<file path="src/rtl/evcap_pkg.sv">
package evcap_pkg;
  typedef enum logic [2:0] {
    RG_CTRL  = 3'd0,
    RG_DATA  = 3'd1,
    RG_RMASK = 3'd2,
    RG_FMASK = 3'd3,
    RG_REVT  = 3'd4,
    RG_FEVT  = 3'd5,
    RG_RSVD  = 3'd6,
    RG_STAT  = 3'd7
  } reg_e;

  localparam int CB_EDGE_EN = 0;
  localparam int CB_DAV_EN  = 1;
  localparam int CB_EXT_SEL = 2;
  localparam int CTRL_W     = 3;
endpackage

</file>
<file path="src/rtl/evcap_hold.sv">
module evcap_hold #(
  parameter int W        = 16,
  parameter int HOLD_EXT = 25
) (
  input  logic         clk,
  input  logic         rst,
  input  logic [W-1:0] din,
  input  logic         xact,
  output logic [W-1:0] smp
);
  localparam int CW = $clog2(HOLD_EXT + 1);

  logic [CW-1:0] ext_cnt;
  logic          hold;
  logic [W-1:0]  lat_q, s1_q, s2_q;

  assign hold = xact | (ext_cnt != '0);
  assign smp  = s2_q;

  always_ff @(posedge clk) begin
    if (rst) begin
      ext_cnt <= '0;
      lat_q   <= '0;
      s1_q    <= '0;
      s2_q    <= '0;
    end else begin
      if (xact)
        ext_cnt <= CW'(HOLD_EXT);
      else if (ext_cnt != '0)
        ext_cnt <= ext_cnt - 1'b1;
      if (!hold)
        lat_q <= din;
      s1_q <= lat_q;
      s2_q <= s1_q;
    end
  end


  latch_freeze_chk: assert property (@(posedge clk) disable iff (rst)
    xact |=> (lat_q == $past(lat_q)));


  latch_ext_chk: assert property (@(posedge clk) disable iff (rst)
    $fell(xact) |=> $stable(lat_q));
endmodule

</file>
<file path="src/rtl/evcap_sync2.sv">
module evcap_sync2 (
  input  logic clk,
  input  logic rst,
  input  logic a,
  output logic rise
);
  logic s1_q, s2_q, s3_q;

  always_ff @(posedge clk) begin
    if (rst) begin
      s1_q <= 1'b0;
      s2_q <= 1'b0;
      s3_q <= 1'b0;
    end else begin
      s1_q <= a;
      s2_q <= s1_q;
      s3_q <= s2_q;
    end
  end

  assign rise = s2_q & ~s3_q;
endmodule

</file>
<file path="src/rtl/evcap_port.sv">
module evcap_port
  import evcap_pkg::*;
#(
  parameter int W = 16
) (
  input  logic              clk,
  input  logic              rst,
  input  logic [W-1:0]      smp,
  input  logic              ext_rise,
  input  logic              wr_en,
  input  logic              rd_en,
  input  reg_e              reg_sel,
  input  logic [W-1:0]      wdata,
  output logic [CTRL_W-1:0] ctrl_q,
  output logic [W-1:0]      data_q,
  output logic [W-1:0]      rmask_q,
  output logic [W-1:0]      fmask_q,
  output logic [W-1:0]      revt_q,
  output logic [W-1:0]      fevt_q,
  output logic              edge_flag,
  output logic              dav_q
);
  logic [W-1:0] prev_q;
  logic [W-1:0] rise_v, fall_v, rclr, fclr;
  logic         load, dav_set, dav_clr, ext_mode;

  assign ext_mode = ctrl_q[CB_EXT_SEL];
  assign rise_v   = smp & ~prev_q & ~rmask_q;
  assign fall_v   = ~smp & prev_q & ~fmask_q;
  assign rclr     = (wr_en && reg_sel == RG_REVT) ? wdata : '0;
  assign fclr     = (wr_en && reg_sel == RG_FEVT) ? wdata : '0;
  assign load     = ext_mode ? ext_rise : 1'b1;
  assign dav_set  = ext_mode ? ext_rise : (smp != data_q);
  assign dav_clr  = rd_en && reg_sel == RG_DATA;
  assign edge_flag = |{revt_q, fevt_q};

  always_ff @(posedge clk) begin
    if (rst) begin
      ctrl_q  <= '0;
      rmask_q <= '0;
      fmask_q <= '0;
      prev_q  <= '0;
      data_q  <= '0;
      revt_q  <= '0;
      fevt_q  <= '0;
      dav_q   <= 1'b0;
    end else begin
      if (wr_en) begin
        case (reg_sel)
          RG_CTRL:  ctrl_q  <= wdata[CTRL_W-1:0];
          RG_RMASK: rmask_q <= wdata;
          RG_FMASK: fmask_q <= wdata;
          default: ;
        endcase
      end
      prev_q <= smp;
      if (load)
        data_q <= smp;
      revt_q <= (revt_q & ~rclr) | rise_v;
      fevt_q <= (fevt_q & ~fclr) | fall_v;
      dav_q  <= dav_set | (dav_q & ~dav_clr);
    end
  end


  set_wins_chk: assert property (@(posedge clk) disable iff (rst)
    ((rise_v & rclr) != '0) |=> ((revt_q & $past(rise_v & rclr)) == $past(rise_v & rclr)));


  sticky_evt_chk: assert property (@(posedge clk) disable iff (rst)
    (rclr == '0) |=> ((revt_q & $past(revt_q)) == $past(revt_q)));


  mask_block_chk: assert property (@(posedge clk) disable iff (rst)
    (rmask_q != '0) |=> ((revt_q & $past(rmask_q & ~revt_q)) == '0));


  ext_hold_chk: assert property (@(posedge clk) disable iff (rst)
    (ext_mode && !ext_rise) |=> $stable(data_q));
endmodule

</file>
<file path="src/rtl/edge_event_capture.sv">
module edge_event_capture
  import evcap_pkg::*;
#(
  parameter int W        = 16,
  parameter int NPAIR    = 2,
  parameter int HOLD_EXT = 25,
  localparam int NPORT   = 2 * NPAIR,
  localparam int PW      = $clog2(NPAIR)
) (
  input  logic               clk,
  input  logic               rst,
  input  logic [NPORT*W-1:0] chan_in,
  input  logic [NPORT-1:0]   bus_xact,
  input  logic [NPORT-1:0]   ext_cap,
  input  logic               host_wr,
  input  logic               host_rd,
  input  logic [2:0]         host_reg,
  input  logic [PW-1:0]      host_pair,
  input  logic [W-1:0]       host_wdata,
  output logic [W-1:0]       host_rdata,
  output logic [NPORT-1:0]   stat_edge,
  output logic [NPORT-1:0]   stat_dav,
  output logic               irq
);
  // NPAIR must be a power of two (two or more); 2*NPORT+1 must fit in W.
  localparam int SW = PW + 1;

  reg_e                           rsel;
  logic                           bank_q;
  logic [SW-1:0]                  port_idx;
  logic [NPORT-1:0]               p_wr, p_rd, ext_rise, ef, dv, een, den;
  logic [NPORT-1:0][W-1:0]        smp, data_a, rmask_a, fmask_a, revt_a, fevt_a;
  logic [NPORT-1:0][CTRL_W-1:0]   ctrl_a;
  logic [W-1:0]                   stat_word, rd_mux;

  assign rsel     = reg_e'(host_reg);
  assign port_idx = {bank_q, host_pair};

  for (genvar p = 0; p < NPORT; p++) begin : g_port
    assign p_wr[p] = host_wr && (port_idx == SW'(p)) && (rsel != RG_STAT);
    assign p_rd[p] = host_rd && (port_idx == SW'(p)) && (rsel != RG_STAT);
    assign een[p]  = ctrl_a[p][CB_EDGE_EN];
    assign den[p]  = ctrl_a[p][CB_DAV_EN];

    evcap_hold #(.W(W), .HOLD_EXT(HOLD_EXT)) u_hold (
      .clk  (clk),
      .rst  (rst),
      .din  (chan_in[p*W +: W]),
      .xact (bus_xact[p]),
      .smp  (smp[p])
    );

    evcap_sync2 u_xsync (
      .clk  (clk),
      .rst  (rst),
      .a    (ext_cap[p]),
      .rise (ext_rise[p])
    );

    evcap_port #(.W(W)) u_port (
      .clk       (clk),
      .rst       (rst),
      .smp       (smp[p]),
      .ext_rise  (ext_rise[p]),
      .wr_en     (p_wr[p]),
      .rd_en     (p_rd[p]),
      .reg_sel   (rsel),
      .wdata     (host_wdata),
      .ctrl_q    (ctrl_a[p]),
      .data_q    (data_a[p]),
      .rmask_q   (rmask_a[p]),
      .fmask_q   (fmask_a[p]),
      .revt_q    (revt_a[p]),
      .fevt_q    (fevt_a[p]),
      .edge_flag (ef[p]),
      .dav_q     (dv[p])
    );
  end

  always_comb begin
    stat_word = '0;
    stat_word[0] = bank_q;
    stat_word[NPORT:1] = ef;
    stat_word[2*NPORT:NPORT+1] = dv;
  end

  always_comb begin
    case (rsel)
      RG_CTRL:  rd_mux = W'(ctrl_a[port_idx]);
      RG_DATA:  rd_mux = data_a[port_idx];
      RG_RMASK: rd_mux = rmask_a[port_idx];
      RG_FMASK: rd_mux = fmask_a[port_idx];
      RG_REVT:  rd_mux = revt_a[port_idx];
      RG_FEVT:  rd_mux = fevt_a[port_idx];
      RG_STAT:  rd_mux = stat_word;
      default:  rd_mux = '0;
    endcase
  end

  always_ff @(posedge clk) begin
    if (rst) begin
      bank_q     <= 1'b0;
      host_rdata <= '0;
      stat_edge  <= '0;
      stat_dav   <= '0;
      irq        <= 1'b0;
    end else begin
      if (host_wr && rsel == RG_STAT)
        bank_q <= host_wdata[0];
      if (host_rd)
        host_rdata <= rd_mux;
      stat_edge <= ef;
      stat_dav  <= dv;
      irq       <= |((ef & een) | (dv & den));
    end
  end


  irq_quiet_chk: assert property (@(posedge clk) disable iff (rst)
    ((een | den) == '0) |=> !irq);
endmodule

</file>
<file path="config.mk">
export PLATFORM = sky130hd
export DESIGN_NAME = edge_event_capture
export DESIGN_NICKNAME = d
export VERILOG_FILES = /design/src/rtl/evcap_pkg.sv /design/src/rtl/evcap_hold.sv /design/src/rtl/evcap_sync2.sv /design/src/rtl/evcap_port.sv /design/src/rtl/edge_event_capture.sv
export SDC_FILE = /design/constraint.sdc
export NUM_CORES = 1
export LEC_CHECK = 0
export ABC_CLOCK_PERIOD_IN_PS = 1700
export BUFFER_PORTS_ARGS = -buffer_cell sky130_fd_sc_hd__clkbuf_2
export CORE_MARGIN = 3
export CORE_UTILIZATION = 30
export DETAILED_ROUTE_END_ITERATION = 7
export SYNTH_ARGS = -nofsm -noshare
export SYNTH_HDL_FRONTEND = slang
export SYNTH_SLANG_ARGS = --single-unit
</file>
<file path="constraint.sdc">
create_clock -name clk -period 1.7 [get_ports clk]
set_input_delay 0.255 -clock clk [delete_from_list [all_inputs] [get_ports clk]]
set_output_delay 0.255 -clock clk [all_outputs]
set_load 0.01 [all_outputs]
</file>
# == Word-level counts from Yosys, hierarchy flattened ==
# Index checks and enable logic that the tools add are counted.
# word_totals
ff_bits,650
input_bits,96
word_cells,268
out_inout_bits,25
# op_classes
n_reduce_logical,60
bitwise,83
addsub,4
order_cmp,1
eq_ne,14
muxes,37
# op_table
op,n
16-bit bitwise AND,24
16-bit NOT,24
16-bit 2-to-1 mux,13
16-bit binary-select mux with 2-bit select,5
16-bit bitwise OR,8
32-bit OR reduction,4
16-bit case mux with 7 select lines,1
16-bit != test,4
5-bit 2-to-1 mux,8
1-bit logical AND,29
2-bit AND reduction,12
5-bit nonzero test,4
"5-bit by 1-bit subtractor with 5-bit output, second input constant",4
"3-bit == test, second input constant",3
1-bit bitwise AND,8
4-bit bitwise AND,2
1-bit 2-to-1 mux,8
1-bit NOT,8
1-bit bitwise OR,8
2-bit nonzero test,4
2-bit OR reduction,4
3-bit binary-select mux with 2-bit select,1
"3-bit by 2-bit == test with 1-bit output, second input constant",2
"2-bit == test, second input constant",2
9 further kinds,9

# == Logic depth before layout (Yosys ltp) ==
# depth
depth_word,8
ltp_mapped,9
mapped_depth_nobuf,7

# == Cells and area by module ==
# From an unflattened synthesis, not the netlist that was laid out.
# hier_totals
hier_cells,2868
area_unflattened_um2,26581.7
# by_module_without_submodules
module,n_inst,seq_area_each_um2,cells_each,area_each_um2
evcap_port,4,2001.9,467,3824.9
evcap_hold,4,1061.0,146,1729.2
edge_event_capture,1,520.5,388,4015.1
evcap_sync2,4,60.1,7,87.6

# == Worst setup path before layout ==
# OpenSTA, ideal clock, no wires.
# synth_path
path_type,register to register
startpoint,register g_port[1].u_hold.ext_cnt[0]
endpoint,register g_port[1].u_hold.lat_q[10]
t_arrival_ns,1.742
setup_slack_ns,-0.159
period_less_slack_ns,1.859
stages_incl_launch_ff,8
n_path_buf,2
setup_ns,0.117
path_cell_list,dfxtp_1 > inv_1 > ha_1 > or3b_1 > or3_1 > buf_2 > clkbuf_1 > o22a_1
# synth_between
elab_chain_len,2
# synth_rtl
item,line_no,rtl
start: declaration,evcap_hold.sv:13,logic [CW-1:0] ext_cnt;
start signal: assignment,evcap_hold.sv:28,ext_cnt <= CW'(HOLD_EXT);
start signal: assignment,evcap_hold.sv:30,ext_cnt <= ext_cnt - 1'b1;
5-bit nonzero test,evcap_hold.sv:17,assign hold = xact | (ext_cnt != '0);
1-bit bitwise OR,evcap_hold.sv:17,
end signal: assignment,evcap_hold.sv:32,lat_q <= din;
end: declaration,evcap_hold.sv:15,"logic [W-1:0] lat_q, s1_q, s2_q;"
# Every way passes these cells.
# A chain may end at the register's enable or synchronous reset.

# == Final worst setup path ==
# layout_path
startpoint,register bank_q
endpoint,register g_port[0].u_port.revt_q[2]
# layout_between
elab_chain_len,8
# layout_rtl
item,line_no,rtl
start: declaration,edge_event_capture.sv:29,logic bank_q;
start signal: assignment,edge_event_capture.sv:109,bank_q <= host_wdata[0];
2-bit logical NOT,edge_event_capture.sv:40,assign p_wr[p] = host_wr && (port_idx == SW'(p)) && (rsel != RG_STAT);
1-bit logical AND (2 in series),edge_event_capture.sv:40,
1-bit logical AND,evcap_port.sv:30,assign rclr = (wr_en && reg_sel == RG_REVT) ? wdata : '0;
16-bit 2-to-1 mux,evcap_port.sv:30,
16-bit NOT,evcap_port.sv:59,revt_q <= (revt_q & ~rclr) | rise_v;
16-bit bitwise AND,evcap_port.sv:59,
16-bit bitwise OR,evcap_port.sv:59,
end signal: assignment,evcap_port.sv:59,
end: declaration,evcap_port.sv:18,"output logic [W-1:0] revt_q,"
# Every way passes these cells.

==> flow_summary.ini <==
[global_routing]
first_global_vias = 21038
antenna_found_initial = 3
overflow = 0
grt_pass1_wl_um = 139000
grt_max_degree = 61
grtUsageTotal_pct = 20.8

[flow_run]
max-cap-violations = 0

[yosys]
synthAdderAreaFrac_pct = 0.196
synth_ff_type = dfxtp_1
synth.distinct_cells = 58
synth_top_family_by_area = simple AND/OR/NAND/NOR gates
synth-simple-area-share_pct = 20.6
synth_xor_area_share_pct = 2.47
avgSynthCellArea_sq_um = 9.63
synth-seq-cells = 650
syn-num-nets = 2755
synth_mux_area_share_pct = 10.8
synth_edf_count = 0
synth_compound_gate_area_share_pct = 11.2
synthCells = 2655
ys_seq_area_share_pct = 50.9
synth-warning-count = 0
netlist_area_sq_um = 25600
async_reset_ff_share_pct = 0

[die]
core_sq_um = 84100
boundaryPins = 121
die_x_um = 298
die_h_um = 298
start_util_pct = 30.4
fp-row-count = 106
die-area_sq_um = 88800

[detailed_routing]
via_per_inst = 5.07
dr.pass1.iters = 5
finalWirelength_um = 95800
avgRoutedWirePerCell_um = 22.2
first_iter_violations = 2155
drcViolationCount = 0
postRouteAntennaNets = 0
vias = 21876

[sta]
rsz0062_at_grt = true
hold_ws_ns = 0.0135
fin_crit_sh_pct = 105
setup_violations = 84
slew_violations = 0
worst_pin_slew_ns = 0.980
final.setup_skew_ns = 0.0311
fin_crit_ns = 1.79
finalHoldViolCount = 0
fin_ws_ns = -0.0861
max-slew-margin-rel_pct = 34.5
max_freq_mhz = 560

[hold_path]
min_path_cells = 2
hold_class = in -> reg

[finish]
syn2layout_area_growth_pct = 34.1
final_util_pct = 40.8
drive_gt1_share_pct = 27.1
final_nets = 3225

[clock_network]
htree_levels = 3
root_buffer = clkbuf_16
cts.sinks = 650
clk_pin_slew_worst_paths_ns = 0.07
clk_latency_ns = 0.64
cts_made_buffers = 70
cts_tree = yes
clockBufferDepth = 3

[critical_path]
worst_ep_required_time_ns = 2.21
path_class = reg -> reg
cp-start-kind = flip-flop
crit_path_end_kind = flip-flop
reg2reg_depth = 8
r2r_setup_slack_ns = -0.09
arrival_ns = 2.30
critPathMaxFanout = 8

[power_and_ir_drop]
p_leak_nw = 13.1
peakVddDrop_v = 0.000616
power_density_nw_per_um2 = 1050

[placed_design]
gp_congestion = 0.978
portBuffers = 120
pre_cts_ws_ns = -0.501
dp_hpwl_um = 71300

[status]
violations = setup timing
status = finished, violations left
-- registers in the layout (all words and copies together), names as in the netlist, 12 cells and up --
register / cells
g_port.u_hold.smp: 64
g_port.u_port.prev_q: 64
g_port.u_port.fevt_q: 64
g_port.u_hold.s1_q: 64
g_port.u_port.ctrl_q: 12
g_port.u_port.rmask_q: 64
g_port.u_hold.ext_cnt: 20
g_port.u_hold.lat_q: 64
g_port.u_port.revt_q: 64
g_port.u_port.fmask_q: 64
g_port.u_port.data_q: 64
host_rdata: 16
-- repair_timing --
item / CTS / global route
gates resized for setup: 74 / 103
cloned: 3 / 5
hold buffers: 72 / 0
buffers inserted: 9 / 18
setup endpoints to repair: 245 / 228
hold endpoints to repair: 91 / 0
pin swaps: 32 / 63
-- cells in the mapped netlist (all sizes together) (45+ instances only) --
cell	count	share of area [%]
a21oi	146	2.9
nor4	45	1.1
mux2i	92	3.6
nor2b	215	5.3
nand2	336	4.9
a22oi	153	4.5
xor2	48	1.6
o22a	64	2.2
mux4	82	7.2
dfxtp	650	51
clkbuf	113	1.7
nor2	405	6.2
buf	74	1.9
nand3	68	1.3
-- critical path, cell delays in order (launching register included) --
cell       delay (ns)
dfxtp_4          0.38
buf_12           0.15
buf_8            0.12
buf_6            0.11
nor3_4           0.32
clkbuf_16        0.27
nand2_2          0.07
a22oi_2          0.20
nor2_1           0.05
-- cells by family after synthesis --
logic type	after synthesis
xor gates and xnor gates	72
DFF	650
buffers and inverters	202
muxes	174
and+or+nand+nor	1133
AOI/OAI and AO/OA	420
adders and majority gates	4
-- power breakdown --
| part | internal (mW) | switching, mW | total (mW) |
|---|---|---|---|
| registers | 15.8 | 0.376 | 16.2 |
| logic | 1.83 | 1.91 | 3.74 |
| clock network | 9.46 | 6.51 | 16.0 |
-- final cells by class --
cell class | count | area [sq um]
clock buffer | 94 | 1970
tap | 1134 | 1420
antenna | 2 | 5.00
multi-input combinational | 1803 | 12300
clock inverter | 35 | 450
timing repair buffer | 585 | 5080
fill | 8323 | 49800
sequential | 650 | 13000
inverter | 15 | 56.3
-- cells in the final DEF, fill, tap and decap left out, types with 5 or more instances in the layout --
cell type,Yosys,routed
nor2b_1,215,214
o21ai_0,13,10
a22oi_2,0,34
buf_4,17,318
buf_6,10,21
dlygate4sd3_1,0,72
nor2_4,6,13
clkbuf_2,0,118
clkbuf_8,0,11
nand3_1,68,68
nor3_1,19,19
nor4_2,0,15
inv_2,0,8
buf_12,0,46
a21oi_1,146,146
nor2_1,392,386
a22oi_1,153,119
nand4_1,12,12
bufinv_16,0,8
nand2_2,0,5
mux4_2,82,82
xnor2_1,24,24
clkbuf_1,113,12
mux2i_1,92,92
nor4_4,0,6
clkinv_2,0,18
o22a_1,64,64
o21ai_1,4,7
nand2_4,0,11
clkbuf_16,0,76
nand2_1,336,320
dfxtp_1,650,634
inv_1,14,6
nor4_1,45,24
xor2_1,48,48
nor2_2,7,6
dfxtp_2,0,13
-- per-stage QoR --
step | total power [mW] | instances | TNS (ns) | area [sq um]
2_1_floorplan | 18.1 | 2655 | -2.73 | 25700
3_3_place_gp | 19.7 | 4082 | -17.12 | 30000
3_5_place_dp | 19.7 | 4082 | -19.86 | 30000
4_1_cts | 36.0 | 4295 | -1.10 | 33600
5_1_grt | 37.1 | 4317 | -7.40 | 34300
6_report | 35.9 | 4318 | -1.94 | 34300
-- metal layers --
metal / GRT usage (%) / up-vias / wire, um
li1: - / 10137 / -
met1: 26.5 / 10632 / 39800
met2: 33.5 / 863 / 44100
met3: 2.97 / 242 / 5870
met4: 12.7 / 2 / 6080
met5: 0 / - / 13
-- final timing paths --
path	startpoint	to
max	bank_q	g_port[0].u_port.revt_q[2]
min	bus_xact[0]	g_port[0].u_hold.ext_cnt[1]
max reg2reg	bank_q	g_port[0].u_port.revt_q[2]
min reg2reg	g_port[0].u_xsync.s1_q	g_port[0].u_xsync.s2_q
Note: power is estimated with default switching activity, not from simulation.
